## config.mk

```make
export PLATFORM = sky130hd
export DESIGN_NAME = disp_steer
export DESIGN_NICKNAME = d
export VERILOG_FILES = /design/src/rtl/disp_pkg.sv /design/src/rtl/disp_classify.sv /design/src/rtl/disp_scan.sv /design/src/rtl/disp_stats.sv /design/src/rtl/disp_steer.sv
export SDC_FILE = /design/constraint.sdc
export NUM_CORES = 1
export LEC_CHECK = 0
export ABC_CLOCK_PERIOD_IN_PS = 8180
export BUFFER_PORTS_ARGS = -buffer_cell sky130_fd_sc_hd__buf_2
export CAP_MARGIN = 10
export CORE_MARGIN = 5
export CORE_UTILIZATION = 45
export DETAILED_ROUTE_END_ITERATION = 10
export GPL_TIMING_DRIVEN = 0
export PLACE_DENSITY = 0.74
export SLEW_MARGIN = 40
export SYNTH_ARGS = -nofsm -noshare
export SYNTH_HDL_FRONTEND = slang
export SYNTH_SLANG_ARGS = --single-unit
```

## constraint.sdc

```tcl
create_clock -name clk_i -period 8.18 [get_ports clk_i]
set_input_delay 1.636 -clock clk_i [delete_from_list [all_inputs] [get_ports clk_i]]
set_output_delay 1.636 -clock clk_i [all_outputs]
set_load 0.01 [all_outputs]
```

## src/rtl/disp_pkg.sv

```systemverilog
package disp_pkg;
  typedef enum logic [2:0] {
    K_DROP,
    K_LOAD,
    K_STORE,
    K_NSPEC,
    K_NOP,
    K_PLAIN
  } kind_e;
endpackage

```

## src/rtl/disp_classify.sv

```systemverilog
module disp_classify
  import disp_pkg::*;
(
  input  logic  squash_i,
  input  logic  load_i,
  input  logic  store_i,
  input  logic  nspec_i,
  input  logic  nop_i,
  output kind_e kind_o
);
  // fixed priority: squash > load > store > nspec > nop > plain
  always_comb begin
    if (squash_i)      kind_o = K_DROP;
    else if (load_i)   kind_o = K_LOAD;
    else if (store_i)  kind_o = K_STORE;
    else if (nspec_i)  kind_o = K_NSPEC;
    else if (nop_i)    kind_o = K_NOP;
    else               kind_o = K_PLAIN;
  end
endmodule

```

## src/rtl/disp_scan.sv

```systemverilog
module disp_scan
  import disp_pkg::*;
#(
  parameter int SLOTS  = 4,
  parameter int FREE_W = 6,
  localparam int CW    = $clog2(SLOTS + 1),
  localparam int MW    = ((FREE_W > CW) ? FREE_W : CW) + 1
) (
  input  logic [SLOTS-1:0]  valid_i,
  input  kind_e             kind_i [SLOTS],
  input  logic [FREE_W-1:0] free_i,
  output logic [SLOTS-1:0]  take_o,
  output logic [SLOTS-1:0]  drop_o,
  output logic [CW-1:0]     consumed_o,
  output logic              block_o
);
  logic          alive;
  logic [MW-1:0] used;

  // serial in-order walk; stops at first gap or first slot without an entry
  always_comb begin
    alive      = 1'b1;
    used       = '0;
    take_o     = '0;
    drop_o     = '0;
    consumed_o = '0;
    block_o    = 1'b0;
    for (int i = 0; i < SLOTS; i++) begin
      if (alive && valid_i[i]) begin
        if (kind_i[i] == K_DROP) begin
          drop_o[i]  = 1'b1;
          consumed_o = consumed_o + CW'(1);
        end else if (used >= MW'(free_i)) begin
          block_o = 1'b1;
          alive   = 1'b0;
        end else begin
          take_o[i]  = 1'b1;
          used       = used + MW'(1);
          consumed_o = consumed_o + CW'(1);
        end
      end else begin
        alive = 1'b0;
      end
    end
  end
endmodule

```

## src/rtl/disp_stats.sv

```systemverilog
module disp_stats #(
  parameter int SLOTS = 4,
  parameter int CNT_W = 16
) (
  input  logic             clk_i,
  input  logic             rst_ni,
  input  logic [SLOTS-1:0] drop_i,
  input  logic             block_i,
  input  logic [SLOTS-1:0] ld_i,
  input  logic [SLOTS-1:0] st_i,
  input  logic [SLOTS-1:0] ns_i,
  input  logic [SLOTS-1:0] plain_i,
  output logic [CNT_W-1:0] sq_cnt_o,
  output logic [CNT_W-1:0] full_cnt_o,
  output logic [CNT_W-1:0] ld_cnt_o,
  output logic [CNT_W-1:0] st_cnt_o,
  output logic [CNT_W-1:0] ns_cnt_o,
  output logic [CNT_W-1:0] disp_cnt_o
);
  always_ff @(posedge clk_i or negedge rst_ni) begin
    if (!rst_ni) begin
      sq_cnt_o   <= '0;
      full_cnt_o <= '0;
      ld_cnt_o   <= '0;
      st_cnt_o   <= '0;
      ns_cnt_o   <= '0;
      disp_cnt_o <= '0;
    end else begin
      sq_cnt_o   <= sq_cnt_o   + CNT_W'($countones(drop_i));
      full_cnt_o <= full_cnt_o + CNT_W'(block_i);
      ld_cnt_o   <= ld_cnt_o   + CNT_W'($countones(ld_i));
      st_cnt_o   <= st_cnt_o   + CNT_W'($countones(st_i));
      ns_cnt_o   <= ns_cnt_o   + CNT_W'($countones(ns_i));
      disp_cnt_o <= disp_cnt_o + CNT_W'($countones(plain_i));
    end
  end
endmodule

```

## src/rtl/disp_steer.sv

```systemverilog
module disp_steer
  import disp_pkg::*;
#(
  parameter int SLOTS  = 4,
  parameter int FREE_W = 6,
  parameter int CNT_W  = 16,
  localparam int CW    = $clog2(SLOTS + 1)
) (
  input  logic              clk_i,
  input  logic              rst_ni,
  input  logic [SLOTS-1:0]  slot_valid_i,
  input  logic [SLOTS-1:0]  slot_squash_i,
  input  logic [SLOTS-1:0]  slot_load_i,
  input  logic [SLOTS-1:0]  slot_store_i,
  input  logic [SLOTS-1:0]  slot_nspec_i,
  input  logic [SLOTS-1:0]  slot_nop_i,
  input  logic [FREE_W-1:0] iq_free_i,
  output logic [SLOTS-1:0]  iq_wr_o,
  output logic [SLOTS-1:0]  lsq_ld_o,
  output logic [SLOTS-1:0]  lsq_st_o,
  output logic [SLOTS-1:0]  ns_wr_o,
  output logic [SLOTS-1:0]  tail_adv_o,
  output logic [SLOTS-1:0]  mark_issued_o,
  output logic [SLOTS-1:0]  mark_exec_o,
  output logic [SLOTS-1:0]  mark_commit_o,
  output logic [CW-1:0]     consumed_o,
  output logic              block_o,
  output logic [CNT_W-1:0]  sq_cnt_o,
  output logic [CNT_W-1:0]  full_cnt_o,
  output logic [CNT_W-1:0]  ld_cnt_o,
  output logic [CNT_W-1:0]  st_cnt_o,
  output logic [CNT_W-1:0]  ns_cnt_o,
  output logic [CNT_W-1:0]  disp_cnt_o
);
  kind_e            kind [SLOTS];
  logic [SLOTS-1:0] take;
  logic [SLOTS-1:0] drop;
  logic [SLOTS-1:0] plain;

  for (genvar g = 0; g < SLOTS; g++) begin : g_slot
    disp_classify u_cls (
      .squash_i (slot_squash_i[g]),
      .load_i   (slot_load_i[g]),
      .store_i  (slot_store_i[g]),
      .nspec_i  (slot_nspec_i[g]),
      .nop_i    (slot_nop_i[g]),
      .kind_o   (kind[g])
    );

    assign lsq_ld_o[g]      = take[g] && (kind[g] == K_LOAD);
    assign lsq_st_o[g]      = take[g] && (kind[g] == K_STORE);
    assign ns_wr_o[g]       = take[g] && (kind[g] == K_NSPEC);
    assign tail_adv_o[g]    = take[g] && (kind[g] == K_NOP);
    assign plain[g]         = take[g] && (kind[g] == K_PLAIN);
    assign iq_wr_o[g]       = lsq_ld_o[g] || lsq_st_o[g] || plain[g];
    assign mark_issued_o[g] = tail_adv_o[g];
    assign mark_exec_o[g]   = tail_adv_o[g];
    assign mark_commit_o[g] = tail_adv_o[g] || ns_wr_o[g];
  end

  disp_scan #(
    .SLOTS  (SLOTS),
    .FREE_W (FREE_W)
  ) u_scan (
    .valid_i    (slot_valid_i),
    .kind_i     (kind),
    .free_i     (iq_free_i),
    .take_o     (take),
    .drop_o     (drop),
    .consumed_o (consumed_o),
    .block_o    (block_o)
  );

  disp_stats #(
    .SLOTS (SLOTS),
    .CNT_W (CNT_W)
  ) u_stats (
    .clk_i      (clk_i),
    .rst_ni     (rst_ni),
    .drop_i     (drop),
    .block_i    (block_o),
    .ld_i       (lsq_ld_o),
    .st_i       (lsq_st_o),
    .ns_i       (ns_wr_o),
    .plain_i    (plain),
    .sq_cnt_o   (sq_cnt_o),
    .full_cnt_o (full_cnt_o),
    .ld_cnt_o   (ld_cnt_o),
    .st_cnt_o   (st_cnt_o),
    .ns_cnt_o   (ns_cnt_o),
    .disp_cnt_o (disp_cnt_o)
  );
endmodule

```

# Word level (Yosys, flattened, before mapping)
# Cells that the tools add are included.
# word_totals
reg_bits	96
latchBits	0
ram_bits	0
romBits	0
in_bits	32
out_inout_bits	132
memories	0
# classes
add_sub_neg	26
mul	0
div_mod_pow	0
n_lt_le_gt_ge	4
eq_ne	20
shifts	0
mux	81
bitwise_logic	0
reduce_logical	39
# op_table
op	n
16-bit adder	10
3-bit two-way mux	27
7-bit two-way mux	8
1-bit two-way mux	46
3-bit by 2-bit equality test with 1-bit output, second input constant	8
3-bit equality test, second input constant	8
1-bit logical AND	23
7-bit by 6-bit >= comparator with 1-bit output	3
1-bit by 1-bit adder with 2-bit output	10
16-bit by 1-bit adder with 16-bit output	1
7-bit by 1-bit adder with 7-bit output, second input constant	2
3-bit by 1-bit equality test with 1-bit output, second input constant	4
3-bit zero test	4
1-bit logical OR	12
3-bit by 1-bit adder with 3-bit output, second input constant	3
1-bit by 6-bit >= comparator with 1-bit output, first input constant	1

# Depth between registers and ports, before layout
# depth
ltp_word	24
depth_mapped	33
depth_no_buf	31

# Hierarchy
# Synthesis repeated with hierarchy kept, for this count alone.
# hier_totals
hier_cells	526
area_unflattened_um2	5480.3
# modules_own_cells
module	instances	cells_per_inst	area_per_inst_um2	seq_area_each_um2
disp_stats	1	365	4383.0	2402.3
disp_scan	1	85	606.8	0.0
disp_steer	1	52	340.3	0.0
disp_classify	4	6	37.5	0.0

# Worst setup path after synthesis
# No wires, ideal clock.
# synth_timing
path_type	input port to flip-flop
from	input port iq_free_i[5]
to	register u_stats.ld_cnt_o[15]
setup_ns	0.124
t_arrival_ns	7.946
required_time_ns	8.056
setup_slack_ns	0.109
path_stages	32
path_buffers	2
path_cell_list	or4_4 > nor3_1 > or3b_2 > ha_1 > nand2b_1 > nand4_1 > ha_1 > inv_1 > mux2i_1 > nand3_1 > ha_1 > nand2b_1 > a21o_1 > a311o_1 > buf_2 > mux2_2 > ha_1 > nand2_1 > o21ai_0 > nand2_1 > or4b_1 > buf_6 > nor2_1 > ha_1 > inv_1 > fa_1 > inv_1 > ha_1 > fa_1 > nand3_1 > or4_1 > xnor2_1
# synth_via
elab_chain_len	20
word_cells_on_any_way	46
cone_classes	add/sub (6); order compare (4); mux (29); reduce/logical (7)
# synth_lines
element	line_no	text
start, declared	disp_steer.sv:17	input logic [FREE_W-1:0] iq_free_i,
1-bit by 6-bit >= comparator with 1-bit output	disp_scan.sv:33	end else if (used >= MW'(free_i)) begin
1-bit two-way mux	disp_scan.sv:33	
7-bit two-way mux	disp_scan.sv:30	if (kind_i[i] == K_DROP) begin
7-bit two-way mux	disp_scan.sv:29	if (alive && valid_i[i]) begin
7-bit by 1-bit adder with 7-bit output / 7-bit by 6-bit >= comparator with 1-bit output (equally long branches)	disp_scan.sv:38, disp_scan.sv:33	
7-bit two-way mux	disp_scan.sv:33	
7-bit two-way mux	disp_scan.sv:30	
7-bit two-way mux	disp_scan.sv:29	
[... 5 more ...]	-	
1-bit two-way mux	disp_scan.sv:33	
1-bit two-way mux	disp_scan.sv:30	
1-bit two-way mux (*)	disp_scan.sv:29	
1-bit logical AND (*)	disp_steer.sv:50	assign lsq_ld_o[g] = take[g] && (kind[g] == K_LOAD);
net lsq_ld_o[3]	disp_steer.sv:19	output logic [SLOTS-1:0] lsq_ld_o,
1-bit by 1-bit adder with 2-bit output (not written as such) (*)	disp_stats.sv:31	ld_cnt_o <= ld_cnt_o + CNT_W'($countones(ld_i));
16-bit adder (not written as such) (*)	disp_stats.sv:31	
16-bit adder (*)	disp_stats.sv:31	
end signal, assigned	disp_stats.sv:31	
end, declared	disp_stats.sv:15	output logic [CNT_W-1:0] ld_cnt_o,
# The timed path passes the listed nets; every way through them passes the cells marked *.

# Worst setup path in the final report
# layout_timing
from	input port iq_free_i[5]
to	output port lsq_st_o[3]
# layout_via
elab_chain_len	17
word_cells_on_any_way	31
cone_classes	add/sub (2); order compare (4); mux (21); reduce/logical (4)
# layout_lines
element	line_no	text
1-bit by 6-bit >= comparator with 1-bit output	disp_scan.sv:33	
1-bit two-way mux	disp_scan.sv:33	
7-bit two-way mux	disp_scan.sv:30	
7-bit two-way mux	disp_scan.sv:29	
7-bit by 1-bit adder with 7-bit output / 7-bit by 6-bit >= comparator with 1-bit output (equally long branches)	disp_scan.sv:38, disp_scan.sv:33	
7-bit two-way mux	disp_scan.sv:33	
7-bit two-way mux	disp_scan.sv:30	
7-bit two-way mux	disp_scan.sv:29	
7-bit by 1-bit adder with 7-bit output / 7-bit by 6-bit >= comparator with 1-bit output (equally long branches)	disp_scan.sv:38, disp_scan.sv:33	
7-bit two-way mux	disp_scan.sv:33	
7-bit two-way mux	disp_scan.sv:30	
7-bit two-way mux	disp_scan.sv:29	
7-bit by 6-bit >= comparator with 1-bit output	disp_scan.sv:33	
1-bit two-way mux	disp_scan.sv:33	
1-bit two-way mux	disp_scan.sv:30	
1-bit two-way mux (*)	disp_scan.sv:29	
1-bit logical AND (*)	disp_steer.sv:51	assign lsq_st_o[g] = take[g] && (kind[g] == K_STORE);
end, declared	disp_steer.sv:20	output logic [SLOTS-1:0] lsq_st_o,
# Mark *: on every way between the ends. The rest lies on a longest branch, timed or not.

==> run metrics <==
run status completed; final worst slack 0.0367 ns; core area between 0.01 and 0.015 sq mm; Core Rows 39; final worst path period need 8.14 ns; fillcell total 964; total die area 0.0142 sq mm; H-tree Lvls 3; mux cell area share after synthesis less than 1%; post-synth top area cell dfrtp_1; Port Buffer Count approximately 160; Top FF cell, synth dfrtp_1; nets@finish 778; number of diodes 0; YS warnings 0; DRT Pass-1 Iters 4; VDD IR max roughly 190 uV; clock latency at the later pin of the worst-skew pair about 0.34 ns; Post-Synth XOR/XNOR Area roughly 14%; P_leak between 3 and 4 nW; dpl hpwl about 10 mm; CTS Buffer Depth 2; largest family of logic cells by synthesized area simple AND/OR/NAND/NOR gates; crit-path max cell delay 0.54 ns; First DRT Iteration DRCs ~200; Avg Cell Area, Syn roughly 11 sq um; pin count of the biggest net entering global routing 74; RSZ-0062 raised after global routing yes; commonest cells in the netlist 96 x dfrtp_1, 69 x inv_1, 62 x xnor2_1, 33 x ha_1; WP buf/inv 5; Power Total 1.34 mW; max-cap check violation count 0; Cell Pwr Density ~190 mW/mm^2; compound-cell area share of the yosys netlist about 3.0%; Critical Path Source Type primary input; Critical Path Slowest Stage Cell or4_4; Final Cycle Share 99.6%; share of layout cells above drive strength 1 roughly a third; Post-Synthesis Cells between 500 and 600; Initial Util 46.5%; final setup fails 0; WP data arrival between 6 and 7 ns; # DRC 0; GRT Total Usage 18.2%; final core occ between 60% and 70%; initial antenna violation count 0; Routed Antenna Nets 0; Die X around 120 um; WP data required between 6 and 7 ns; Setup TNS 0 ns; skew final 0.00553 ns; first-pass GRT wire length 21.2 mm; worst slack, placed -0.679 ns; cell with the most instances after synthesis dfrtp_1; number of global-route vias before repair about 4400; TritonCTS buffer count 9; post-synth cell types 50; TritonCTS clock tree done; clock slew at reported path FFs approximately 0.070 ns; Slew Limit Fails 0; post-synthesis cell area 0.00535 sq mm; WL/cell between 15 and 20 um; Die Y around 120 um; fmax roughly 120 MHz; crit-path leading delay family simple AND/OR/NAND/NOR gates; EDFF count, synth 0; dominant cells by area after synthesis dfrtp_1 45%, xnor2_1 10%, ha_1 7.7%; #FFs+latches synth between 90 and 100; Simple-Gate Fraction of Synth Area a little under a fifth; worst relative slew slack 52.1%; syn nets about 600; share of async-settable or async-resettable flops after synthesis 100%; Adder-Cell Fraction of Synth Area roughly an eighth; Congestion Overflow GR 0; worst slew pin tran ~0.71 ns; I/O pins 164; Vias/cell slightly above 5; DR vias roughly 4300; worst hold path class register to register; CP Class primary input to output port; Sinks on Clock Net between 90 and 100; Crit. End Element output port; CTS root buffer clkbuf_16; synth-to-layout area growth 29.8%; post-synth top area share between 40% and 50%; Routed WL approximately 13 mm; Final Hold Fails 0; register area share after synthesis between 40% and 50%; critical-path maximum fanout 5; GPL Wtd Cong about 0.86
==> path summary, 6_finish.rpt <==
| check | startpoint | to | slack [ns] | depth (start not counted) |
|---|---|---|---|---|
| min | u_stats.ns_cnt_o[15] | u_stats.ns_cnt_o[15] | 0.47 | 1 |
| max in group asynchronous | rst_ni | u_stats.st_cnt_o[10] | 6.45 | 2 |
| min in group asynchronous | rst_ni | u_stats.full_cnt_o[3] | 1.13 | 1 |
| min reg2reg | u_stats.ns_cnt_o[15] | u_stats.ns_cnt_o[15] | 0.47 | 1 |
| max | iq_free_i[5] | lsq_st_o[3] | 0.04 | 25 |
| max reg2reg | u_stats.ld_cnt_o[1] | u_stats.ld_cnt_o[15] | 5.87 | 8 |
==> flip-flops by register name (all words and copies together), names as in the netlist <==
name / flops
u_stats.full_cnt_o: 16
u_stats.ld_cnt_o: 16
u_stats.st_cnt_o: 16
u_stats.ns_cnt_o: 16
u_stats.sq_cnt_o: 16
u_stats.disp_cnt_o: 16
==> cell families after synthesis <==
| family | count (synthesis) |
|---|---|
| and+or+nand+nor | 177 |
| DFF | 96 |
| xor gates and xnor gates | 83 |
| buffers and inverters | 79 |
| adders and majority gates | 48 |
| AOI/OAI and AO/OA | 23 |
| muxes | 3 |
==> power breakdown <==
part           internal [mW]  total (mW)  switching, mW
sequential             0.543       0.610         0.0671
clock                  0.250       0.438          0.189
combinational          0.125       0.290          0.165
==> worst reg2reg max path: stages, from the launching register on <==
cell and delay (ns):
dfrtp_1 0.36, inv_1 0.07, fa_1 0.47, inv_1 0.07
ha_2 0.20, fa_2 0.23, nand3_2 0.12, or4_4 0.54
xnor2_1 0.14
==> cell type report <==
type,instances,area (sq um),share of cell area (%)
buffer,9,71.3,1.03
clock buffer,10,239,3.44
clock inverter,6,78.8,1.13
inverter,69,259,3.73
multi-input combinational,334,2730,39.3
sequential,96,2400,34.6
tap,143,179,2.58
timing repair buffer,179,991,14.3
==> metrics by stage <==
stage	hold WS, ns	cell area [sq um]	instances
floorplan	0.507	5350	509
finish	0.467	6950	846
global route	0.501	6950	846
global placement	0.454	6350	815
CTS	0.472	6780	838
detailed placement	0.457	6390	816
==> cell usage in the layout, fill, tap and decap left out, drive strengths merged, types with 6 or more instances in the layout <==
| cell | netlist | layout |
|---|---|---|
| buf | 10 | 188 |
| dfrtp | 96 | 96 |
| inv | 69 | 70 |
| xnor2 | 62 | 62 |
| ha | 33 | 33 |
| nand3 | 30 | 30 |
| nor2 | 30 | 30 |
| nand2 | 27 | 27 |
| xor2 | 21 | 21 |
| and3 | 21 | 21 |
| fa | 15 | 15 |
| nor3 | 12 | 12 |
| nand4 | 11 | 11 |
| nor2b | 10 | 10 |
| clkbuf | 0 | 10 |
| a21oi | 8 | 8 |
| nor3b | 6 | 6 |
==> routing by layer <==
metal	wire, um	track usage, %	vias to the layer above
li1	-	-	2044
met1	5450	23.1	2055
met2	6090	30.1	150
met3	1040	5.12	24
met4	251	5.94	0
met5	0	0	-
==> what timing repair did <==
item                       in CTS  in global routing
buffers inserted                7                  8
hold buffers                    0                  0
gates resized for setup         9                 21
setup endpoints to repair      35                 35
pin swaps                       5                 12
Note: power is estimated with default switching activity, not from simulation.
